[src/rtl/bitproc_pkg.sv]
package bitproc_pkg;

  localparam int OP_W = 5;

  localparam logic [OP_W-1:0] OP_BIT2C  = 5'd0;
  localparam logic [OP_W-1:0] OP_C2BIT  = 5'd1;
  localparam logic [OP_W-1:0] OP_CLRC   = 5'd2;
  localparam logic [OP_W-1:0] OP_SETC   = 5'd3;
  localparam logic [OP_W-1:0] OP_CPLC   = 5'd4;
  localparam logic [OP_W-1:0] OP_CLRB   = 5'd5;
  localparam logic [OP_W-1:0] OP_SETB   = 5'd6;
  localparam logic [OP_W-1:0] OP_CPLB   = 5'd7;
  localparam logic [OP_W-1:0] OP_ANDC   = 5'd8;
  localparam logic [OP_W-1:0] OP_ANDNC  = 5'd9;
  localparam logic [OP_W-1:0] OP_ORC    = 5'd10;
  localparam logic [OP_W-1:0] OP_ORNC   = 5'd11;
  localparam logic [OP_W-1:0] OP_JBSET  = 5'd12;
  localparam logic [OP_W-1:0] OP_JBCLR  = 5'd13;
  localparam logic [OP_W-1:0] OP_JBTC   = 5'd14;
  localparam logic [OP_W-1:0] OP_JCY    = 5'd15;
  localparam logic [OP_W-1:0] OP_JNCY   = 5'd16;

  typedef enum logic [2:0] {
    ST_IDLE = 3'd0,
    ST_RD   = 3'd1,
    ST_EVAL = 3'd2,
    ST_WR   = 3'd3,
    ST_RSP  = 3'd4
  } bp_state_e;

  // operations that need the addressed byte fetched
  function automatic logic op_reads_mem(input logic [OP_W-1:0] op);
    return (op <= OP_JBTC) && (op != OP_CLRC) && (op != OP_SETC) && (op != OP_CPLC);
  endfunction

  // operations whose result lands in memory and never in carry
  function automatic logic op_is_bitwrite(input logic [OP_W-1:0] op);
    return (op == OP_C2BIT) || (op == OP_CLRB) || (op == OP_SETB) || (op == OP_CPLB);
  endfunction

endpackage

[src/rtl/bp_addr_decode.sv]
module bp_addr_decode #(
  parameter int ADDR_W = 8,
  parameter int IDX_W  = 3,
  parameter logic [ADDR_W-1:0] RAM_BASE = 8'h20
) (
  input  logic [ADDR_W-1:0] bit_addr,
  output logic [ADDR_W-1:0] byte_addr,
  output logic [IDX_W-1:0]  bit_idx,
  output logic              is_sfr
);
  localparam int WIN_W = ADDR_W - 1 - IDX_W;

  logic [WIN_W-1:0] win_off;

  assign is_sfr  = bit_addr[ADDR_W-1];
  assign bit_idx = bit_addr[IDX_W-1:0];
  assign win_off = bit_addr[ADDR_W-2:IDX_W];

  always_comb begin
    if (is_sfr) byte_addr = {bit_addr[ADDR_W-1:IDX_W], {IDX_W{1'b0}}};
    else        byte_addr = RAM_BASE + ADDR_W'(win_off);
  end
endmodule

[src/rtl/bp_alu.sv]
module bp_alu
  import bitproc_pkg::*;
#(
  parameter int BYTE_W = 8,
  parameter int IDX_W  = 3
) (
  input  logic [OP_W-1:0]   op,
  input  logic              carry_in,
  input  logic [BYTE_W-1:0] byte_in,
  input  logic [IDX_W-1:0]  idx,
  output logic              carry_out,
  output logic              taken,
  output logic              wr_req,
  output logic [BYTE_W-1:0] byte_out
);
  logic cur_bit;
  logic new_bit;

  assign cur_bit = byte_in[idx];

  always_comb begin
    carry_out = carry_in;
    taken     = 1'b0;
    wr_req    = 1'b0;
    new_bit   = cur_bit;
    case (op)
      OP_BIT2C: carry_out = cur_bit;
      OP_C2BIT: begin new_bit = carry_in; wr_req = 1'b1; end
      OP_CLRC:  carry_out = 1'b0;
      OP_SETC:  carry_out = 1'b1;
      OP_CPLC:  carry_out = ~carry_in;
      OP_CLRB:  begin new_bit = 1'b0; wr_req = 1'b1; end
      OP_SETB:  begin new_bit = 1'b1; wr_req = 1'b1; end
      OP_CPLB:  begin new_bit = ~cur_bit; wr_req = 1'b1; end
      OP_ANDC:  carry_out = carry_in & cur_bit;
      OP_ANDNC: carry_out = carry_in & ~cur_bit;
      OP_ORC:   carry_out = carry_in | cur_bit;
      OP_ORNC:  carry_out = carry_in | ~cur_bit;
      OP_JBSET: taken = cur_bit;
      OP_JBCLR: taken = ~cur_bit;
      OP_JBTC: begin
        taken = cur_bit;
        if (cur_bit) begin
          new_bit = 1'b0;
          wr_req  = 1'b1;
        end
      end
      OP_JCY:   taken = carry_in;
      OP_JNCY:  taken = ~carry_in;
      default: ;
    endcase
  end

  // per-bit merge: only the indexed lane takes the new value
  for (genvar g = 0; g < BYTE_W; g++) begin : g_lane
    assign byte_out[g] = (idx == IDX_W'(g)) ? new_bit : byte_in[g];
  end
endmodule

[src/rtl/bp_seq.sv]
module bp_seq
  import bitproc_pkg::*;
#(
  parameter int ADDR_W = 8,
  parameter int BYTE_W = 8,
  parameter int IDX_W  = 3
) (
  input  logic              clk,
  input  logic              rst_n,
  input  logic              cmd_valid,
  output logic              cmd_ready,
  input  logic [OP_W-1:0]   cmd_op,
  input  logic              cmd_carry,
  input  logic [ADDR_W-1:0] dec_byte_addr,
  input  logic [IDX_W-1:0]  dec_idx,
  output logic              rsp_valid,
  input  logic              rsp_ready,
  output logic              rsp_carry,
  output logic              rsp_taken,
  output logic              busy,
  output logic [ADDR_W-1:0] mem_addr,
  output logic              mem_rd_en,
  input  logic [BYTE_W-1:0] mem_rdata,
  output logic              mem_wr_en,
  output logic [BYTE_W-1:0] mem_wdata,
  output logic [OP_W-1:0]   alu_op,
  output logic              alu_carry,
  output logic [IDX_W-1:0]  alu_idx,
  input  logic              alu_carry_out,
  input  logic              alu_taken,
  input  logic              alu_wr,
  input  logic [BYTE_W-1:0] alu_byte
);
  bp_state_e         state;
  logic [OP_W-1:0]   op_q;
  logic              carry_q;
  logic [ADDR_W-1:0] addr_q;
  logic [IDX_W-1:0]  idx_q;
  logic [BYTE_W-1:0] wbyte_q;
  logic [BYTE_W-1:0] rbyte_q;
  logic              rc_q;
  logic              rt_q;

  always_ff @(posedge clk) begin
    if (!rst_n) begin
      state   <= ST_IDLE;
      op_q    <= '0;
      carry_q <= 1'b0;
      addr_q  <= '0;
      idx_q   <= '0;
      wbyte_q <= '0;
      rbyte_q <= '0;
      rc_q    <= 1'b0;
      rt_q    <= 1'b0;
    end else begin
      case (state)
        ST_IDLE: if (cmd_valid) begin
          op_q    <= cmd_op;
          carry_q <= cmd_carry;
          addr_q  <= dec_byte_addr;
          idx_q   <= dec_idx;
          state   <= op_reads_mem(cmd_op) ? ST_RD : ST_EVAL;
        end
        ST_RD:   state <= ST_EVAL;
        ST_EVAL: begin
          rc_q    <= alu_carry_out;
          rt_q    <= alu_taken;
          wbyte_q <= alu_byte;
          rbyte_q <= mem_rdata;
          state   <= alu_wr ? ST_WR : ST_RSP;
        end
        ST_WR:   state <= ST_RSP;
        ST_RSP:  if (rsp_ready) state <= ST_IDLE;
        default: state <= ST_IDLE;
      endcase
    end
  end

  assign cmd_ready = (state == ST_IDLE);
  assign busy      = (state == ST_RD) || (state == ST_EVAL) || (state == ST_WR);
  assign rsp_valid = (state == ST_RSP);
  assign rsp_carry = rc_q;
  assign rsp_taken = rt_q;
  assign mem_addr  = addr_q;
  assign mem_rd_en = (state == ST_RD);
  assign mem_wr_en = (state == ST_WR);
  assign mem_wdata = wbyte_q;
  assign alu_op    = op_q;
  assign alu_carry = carry_q;
  assign alu_idx   = idx_q;

  assert_rsp_hold_R3: assert property (@(posedge clk) disable iff (!rst_n)
    (rsp_valid && !rsp_ready) |=> (rsp_valid && $stable(rsp_carry) && $stable(rsp_taken)));

  assert_no_accept_pending_R3: assert property (@(posedge clk) disable iff (!rst_n)
    (rsp_valid || busy) |-> !cmd_ready);

  assert_wr_after_rd_R4: assert property (@(posedge clk) disable iff (!rst_n)
    mem_wr_en |-> $past(mem_rd_en, 2));

  assert_one_bit_changed_R7: assert property (@(posedge clk) disable iff (!rst_n)
    mem_wr_en |-> ($countones(mem_wdata ^ rbyte_q) <= 1));

  assert_carry_only_no_read_R8: assert property (@(posedge clk) disable iff (!rst_n)
    (cmd_valid && cmd_ready && !op_reads_mem(cmd_op)) |=> !mem_rd_en);

  assert_bitwrite_keeps_carry_R6: assert property (@(posedge clk) disable iff (!rst_n)
    (rsp_valid && op_is_bitwrite(op_q)) |-> (rsp_carry == carry_q));

  assert_jbtc_clears_R11: assert property (@(posedge clk) disable iff (!rst_n)
    (mem_wr_en && op_q == OP_JBTC) |-> (rt_q && !mem_wdata[idx_q]));
endmodule

[src/rtl/bit_processor.sv]
module bit_processor
  import bitproc_pkg::*;
#(
  parameter int ADDR_W = 8,
  parameter int BYTE_W = 8,
  parameter logic [ADDR_W-1:0] RAM_BASE = 8'h20
) (
  input  logic              clk,
  input  logic              rst_n,
  input  logic              cmd_valid,
  output logic              cmd_ready,
  input  logic [OP_W-1:0]   cmd_op,
  input  logic [ADDR_W-1:0] cmd_bit_addr,
  input  logic              cmd_carry,
  output logic              rsp_valid,
  input  logic              rsp_ready,
  output logic              rsp_carry,
  output logic              rsp_taken,
  output logic              busy,
  output logic [ADDR_W-1:0] mem_addr,
  output logic              mem_rd_en,
  input  logic [BYTE_W-1:0] mem_rdata,
  output logic              mem_wr_en,
  output logic [BYTE_W-1:0] mem_wdata
);
  localparam int IDX_W     = $clog2(BYTE_W);
  localparam int RAM_BYTES = (1 << (ADDR_W - 1)) / BYTE_W;

  logic [ADDR_W-1:0] dec_byte_addr;
  logic [IDX_W-1:0]  dec_idx;
  logic              dec_is_sfr;
  logic [OP_W-1:0]   alu_op;
  logic              alu_carry;
  logic [IDX_W-1:0]  alu_idx;
  logic              alu_carry_out;
  logic              alu_taken;
  logic              alu_wr;
  logic [BYTE_W-1:0] alu_byte;

  bp_addr_decode #(.ADDR_W(ADDR_W), .IDX_W(IDX_W), .RAM_BASE(RAM_BASE)) u_dec (
    .bit_addr  (cmd_bit_addr),
    .byte_addr (dec_byte_addr),
    .bit_idx   (dec_idx),
    .is_sfr    (dec_is_sfr)
  );

  bp_seq #(.ADDR_W(ADDR_W), .BYTE_W(BYTE_W), .IDX_W(IDX_W)) u_seq (
    .clk           (clk),
    .rst_n         (rst_n),
    .cmd_valid     (cmd_valid),
    .cmd_ready     (cmd_ready),
    .cmd_op        (cmd_op),
    .cmd_carry     (cmd_carry),
    .dec_byte_addr (dec_byte_addr),
    .dec_idx       (dec_idx),
    .rsp_valid     (rsp_valid),
    .rsp_ready     (rsp_ready),
    .rsp_carry     (rsp_carry),
    .rsp_taken     (rsp_taken),
    .busy          (busy),
    .mem_addr      (mem_addr),
    .mem_rd_en     (mem_rd_en),
    .mem_rdata     (mem_rdata),
    .mem_wr_en     (mem_wr_en),
    .mem_wdata     (mem_wdata),
    .alu_op        (alu_op),
    .alu_carry     (alu_carry),
    .alu_idx       (alu_idx),
    .alu_carry_out (alu_carry_out),
    .alu_taken     (alu_taken),
    .alu_wr        (alu_wr),
    .alu_byte      (alu_byte)
  );

  bp_alu #(.BYTE_W(BYTE_W), .IDX_W(IDX_W)) u_alu (
    .op        (alu_op),
    .carry_in  (alu_carry),
    .byte_in   (mem_rdata),
    .idx       (alu_idx),
    .carry_out (alu_carry_out),
    .taken     (alu_taken),
    .wr_req    (alu_wr),
    .byte_out  (alu_byte)
  );

  // decoded addresses must land in the RAM window or on an aligned register byte
  assert_access_region_R1: assert property (@(posedge clk) disable iff (!rst_n)
    ((mem_rd_en || mem_wr_en) && !mem_addr[ADDR_W-1]) |->
      ((mem_addr >= RAM_BASE) && (mem_addr < RAM_BASE + ADDR_W'(RAM_BYTES))));

  assert_sfr_aligned_R2: assert property (@(posedge clk) disable iff (!rst_n)
    ((mem_rd_en || mem_wr_en) && mem_addr[ADDR_W-1]) |-> (mem_addr[IDX_W-1:0] == '0));

  assert_sfr_flag_R2: assert property (@(posedge clk) disable iff (!rst_n)
    (cmd_valid && dec_is_sfr) |-> dec_byte_addr[ADDR_W-1]);
endmodule

[config.mk]
export PLATFORM = sky130hd
export DESIGN_NAME = bit_processor
export DESIGN_NICKNAME = d
export VERILOG_FILES = /design/src/rtl/bitproc_pkg.sv /design/src/rtl/bp_addr_decode.sv /design/src/rtl/bp_alu.sv /design/src/rtl/bp_seq.sv /design/src/rtl/bit_processor.sv
export SDC_FILE = /design/constraint.sdc
export NUM_CORES = 1
export LEC_CHECK = 0
export BUFFER_PORTS_ARGS = -buffer_cell sky130_fd_sc_hd__buf_2
export CORE_AREA = 4 4 65 67
export CTS_BUF_LIST = sky130_fd_sc_hd__clkbuf_4 sky130_fd_sc_hd__clkbuf_8
export DETAILED_ROUTE_END_ITERATION = 12
export DIE_AREA = 0 0 69 71
export PLACE_DENSITY_LB_ADDON = 0.25
export SLEW_MARGIN = 25
export SYNTH_ARGS = -nofsm -noshare
export SYNTH_HDL_FRONTEND = slang
export SYNTH_SLANG_ARGS = --single-unit
[constraint.sdc]
create_clock -name clk -period 1.5 [get_ports clk]
set_input_delay 0.15 -clock clk [delete_from_list [all_inputs] [get_ports clk]]
set_output_delay 0.15 -clock clk [all_outputs]
set_load 0.02 [all_outputs]
# After elaboration in Yosys (flattened, before gate mapping)
# Index checks and enable logic that the tools add are counted.
# op_classes
n_eq_ne	32
n_mux	21
reduce_logical	13
magnitude_cmp	2
addsub	1
bitwise	6
# ops
operator	count
$eq A5 B4 Y1 const B	8
$eq A5 B3 Y1 const B	4
$eq A3 B3 Y1 const B	5
$pmux W3 S5	1
$eq A3 B2 Y1 const B	4
$eq A5 B2 Y1 const B	2
$mux W1	10
$ne A5 B2 Y1 const B	2
$mux W3	3
$mux W8	1
$pmux W1 S4	2
$pmux W1 S8	1
$add A6 B4 Y7 const A	1
$eq A3 B1 Y1 const B	2
$logic_not A3 Y1	2
$eq A5 B1 Y1 const B	1
$eq A5 B5 Y1 const B	1
$le A5 B4 Y1 const B	1
$logic_not A5 Y1	1
$ne A5 B3 Y1 const B	1
$lt A3 B4 Y1 const B	1
$reduce_and A2 Y1	2
$reduce_or A2 Y1	2
$reduce_or A4 Y1	1
other kinds (10)	16
# totals
out_inout_bits	23
ff_bits	30

# Depth between registers and ports, before layout
# depth
ltp_word	7
depth_mapped	8
depth_no_buf	5

# By module
# From an unflattened synthesis, not the netlist that was laid out.
# hier_totals
hier_cells	227
hier_area_um2	1936.9
# modules_own_cells
mod	area_each_um2	cells_per_inst	n_inst
bp_seq	1312.5	135	1
bp_alu	524.3	80	1
bp_addr_decode	100.1	12	1

# Worst setup path after synthesis
# OpenSTA, ideal clock, no wires.
# synth_timing
kind	reg-to-reg
startpoint	reg u_seq.state[0]
endpoint	reg u_seq.addr_q[3] (netlist: u_seq.mem_addr[3])
n_path_buf	3
stages_incl_launch_ff	8
setup_time_ns	0.116
synth_period_minus_slack_ns	1.883
required_time_ns	1.384
slack_ns	-0.383
arrival_time_ns	1.767
path_cell_list	dfxtp_1 > buf_2 > nor3_1 > and2_1 > buf_4 > buf_2 > nand2_1 > o211a_1
# synth_via
elab_chain_len	2
# synth_lines
item	line	rtl
start: declaration	bp_seq.sv:34	bp_state_e state;
start signal: assignment	bp_seq.sv:62	state <= op_reads_mem(cmd_op) ? ST_RD : ST_EVAL;
start signal: assignment	bp_seq.sv:70	state <= alu_wr ? ST_WR : ST_RSP;
$logic_not A3 Y1	--	
net cmd_ready	bit_processor.sv:11	output logic cmd_ready,
$reduce_and A2 Y1 (no source line)	--	
end signal: assignment	bp_seq.sv:60	addr_q <= dec_byte_addr;
end: declaration	bp_seq.sv:37	logic [ADDR_W-1:0] addr_q;
# The timed path passes the listed nets, and every way through them passes these cells.
# A chain may end at the register's enable or synchronous reset.

# Final worst setup path
# layout_timing
startpoint	reg u_seq.idx_q[1] (netlist: u_seq.alu_idx[1])
endpoint	reg u_seq.wbyte_q[6] (netlist: u_seq.mem_wdata[6])
# layout_via
elab_chain_len	5
# layout_lines
item	line	rtl
start: declaration	bp_seq.sv:38	logic [IDX_W-1:0] idx_q;
start signal: assignment	bp_seq.sv:61	idx_q <= dec_idx;
$bmux W1 S3	bp_alu.sv:19	assign cur_bit = byte_in[idx];
$mux W1 (not written as such)	bp_alu.sv:19	
$not A1 Y1	bp_alu.sv:34	OP_CPLB: begin new_bit = ~cur_bit; wr_req = 1'b1; end
$pmux W1 S4	bp_alu.sv:26	case (op)
$mux W1 (*)	bp_alu.sv:56	assign byte_out[g] = (idx == IDX_W'(g)) ? new_bit : byte_in[g];
end signal: assignment	bp_seq.sv:68	wbyte_q <= alu_byte;
end: declaration	bp_seq.sv:39	logic [BYTE_W-1:0] wbyte_q;
# Mark *: on every way between the ends. The rest lies on a longest branch, timed or not. The select of a mux whose other input is x is not followed.

==> reports/metrics.csv <==
metric,value,unit
status,finished with violations,
violations,negative setup slack,
cts_tree,done,
worst_setup_path_end_kind,register,
period_minus_slack,1.69,ns
hold_path_startpoint,cmd_bit_addr[2],
crit_required,1.72,ns
rsz0062_at_grt,true,
place_hpwl,3.17,mm
drt_pre_antenna_iters,5,
finalHoldViolCount,0,
r2r-end,u_seq.mem_wdata[6]$_SDFFE_PN0N_,
ios,49,
viasPerCell,5.33,
timing.hold.ws,0.103,ns
cts-buffers-inserted,5,
post-place-ws,-0.348,ns
grt_usage,17.8,%
synth_common_cells,"42 x nand2_1, 30 x dfxtp_1, 18 x nor2_1",
wl_per_cell,12.6,um
rr_worst_depth,5,
drc,0,
insertion_delay,0.28,ns
async_flop_share,0,%
skew,0.00275,ns
grt_overflow_total,0,
rows,22,
vdd_drop_max,0.638,mV
cts_root_buf,clkbuf_8,
die_y,71,um
maxSlewViolCount,0,
grt_start_max_net_pins,30,
drv_cap,0,
synth_seq_cells,30,
clk_path_buf_depth,2,
routed_wl,4.35,mm
design_power_total,2.36,mW
slowest_delay,0.46,ns
io_buffers,48,
r2r_start,u_seq.alu_idx[1]$_SDFFE_PN0P_,
critPathArrivalTime,1.91,ns
synth.distinct_cells,44,
path_clk_slew,0.06,ns
max_freq,591,MHz
fill_cells,340,
fin_util,65.4,%
hold_end,u_seq.alu_idx[2]$_SDFFE_PN0P_,
setup_violations,11,
syn2layout_area_growth,39.0,%
avgSynthCellArea,7.60,um2
start_kind,register,
regToRegSetupSlack,-0.19,ns
fp.dieW,69,um
final_cells,344,
cp_cell_sequence,mux2i_2 > a32oi_2 > a31o_1 > a221o_2 > o21ai_1,
grt_pass1_wl,7.30,mm
yosysMostFrequentCell,nand2_1,
hold_path_class,in2reg,
synth-edff-count,0,
cts_sinks,30,
stdcell_area,2380,um2
antenna_found_initial,0,
dpl_cell_area,2210,um2
critPathKind,reg2reg,
synth_area_leaders,"dfxtp_1 35%, nand2_1 9.2%, a21boi_0 6.6%",
drive_gt1_share,38.9,%
antenna_left,0,
cp_max_fo,8,
place_congestion,0.862,
ys.flop_type,dfxtp_1,
vias,1835,
drt-initial-drc-count,135,
tightest_slew,0.595,ns
fin_nets,322,
syn_inst,225,
n_antenna_cell,0,
cts_htree_levels,2,
grt_pass1_vias,1652,
coreArea,3630,um2
syn_area,1710,um2
critPathSlowestCell,a221o_2,
powerDensity,992,nW/um2
synth_top_area_share,35.1,%
fin_ws,-0.192,ns
ctsHoldBuffers,0,
tns,-1.63,ns
slew_headroom,59.8,%
worstHoldPathCells,3,
synth_nets,251,
seq_area_frac_synth,35.1,%
synth_top_area_cell,dfxtp_1,
yosysWarningCount,0,
dieArea,4900,um2
start_util,47.1,%
period_share,113,%
p_leak,1.07,nW
place_inst,335,
## metal layers
layer / vias up / global-route usage, % / share of wire (%)
met5: - / 0 / 0
met4: 0 / 6.29 / 1.4
met3: 7 / 5.97 / 7.4
met2: 57 / 28.1 / 44
met1: 827 / 22.8 / 47
li1: 944 / - / -
## layout by cell type, fill, tap and decap left out, drive strengths merged, types with 3 or more instances in the layout
cell type and count:
nor3 6, nand2 42, dfxtp 30, nand3 6
a21boi 15, a31oi 5, nor4 3, a21oi 11
a22o 6, clkbuf 7, mux2i 6, nor2b 3
nor2 18, inv 5, nand3b 5, o21ai 17
buf 84
## how the worst max path moves through the flow
stage	from	end	slack, ns	cells past startpoint
finish	u_seq.alu_idx[1]$_SDFFE_PN0P_	u_seq.mem_wdata[6]$_SDFFE_PN0N_	-0.19	5
global route	u_seq.alu_idx[1]$_SDFFE_PN0P_	u_seq.mem_wdata[0]$_SDFFE_PN0N_	-0.27	5
CTS	u_seq.alu_idx[1]$_SDFFE_PN0P_	u_seq.mem_wdata[1]$_SDFFE_PN0N_	-0.16	5
global placement	u_seq.alu_idx[1]$_SDFFE_PN0P_	u_seq.mem_wdata[2]$_SDFFE_PN0N_	-0.25	5
detailed placement	u_seq.alu_idx[1]$_SDFFE_PN0P_	u_seq.state[1]$_SDFFE_PN0P_	-0.35	5
floorplan	u_seq.alu_idx[1]$_SDFFE_PN0P_	u_seq.state[1]$_SDFFE_PN0P_	-0.07	6
## flip-flops by register name (all words and copies together), names as in the netlist
name,cells
u_seq.mem_addr,8
u_seq.mem_wdata,8
u_seq.alu_op,5
u_seq.alu_idx,3
u_seq.state,3
u_seq.alu_carry,1
u_seq.rsp_carry,1
u_seq.rsp_taken,1
## area by class of cell
type,instances,area [um2],area share (%)
Tap cell,48,60.1,2.53
Timing Repair Buffer,84,536,22.5
Sequential cell,30,614,25.8
Inverter,5,18.8,0.789
Clock buffer,7,83.8,3.53
Multi-Input combinational cell,170,1060,44.8
## power by group
| group | switching (mW) | internal (mW) |
|---|---|---|
| sequential | 0.0647 | 0.874 |
| clock | 0.286 | 0.355 |
| combinational | 0.408 | 0.371 |
## critical path: cells and delay by family (launching register included)
kind / cells / cell delay [ns]
AO/OA/AOI/OAI: 4 / 0.98
multiplexers: 1 / 0.24
flip-flops: 1 / 0.40
## what timing repair did
action                                  CTS  global route
hold endpoints to repair                  0             0
gates resized for setup                  12            12
setup buffers                             2             0
endpoints found under the setup margin   14            19
pin swaps                                11             7
## cells by family after synthesis
| family | after synthesis | share of synthesized area, % |
|---|---|---|
| DFF | 30 | 35.1 |
| AOI/OAI and AO/OA | 69 | 27.8 |
| muxes | 7 | 4.17 |
| buffers and inverters | 25 | 6.73 |
| and+or+nand+nor | 94 | 26.2 |
Power figures use the tool's default switching activity.
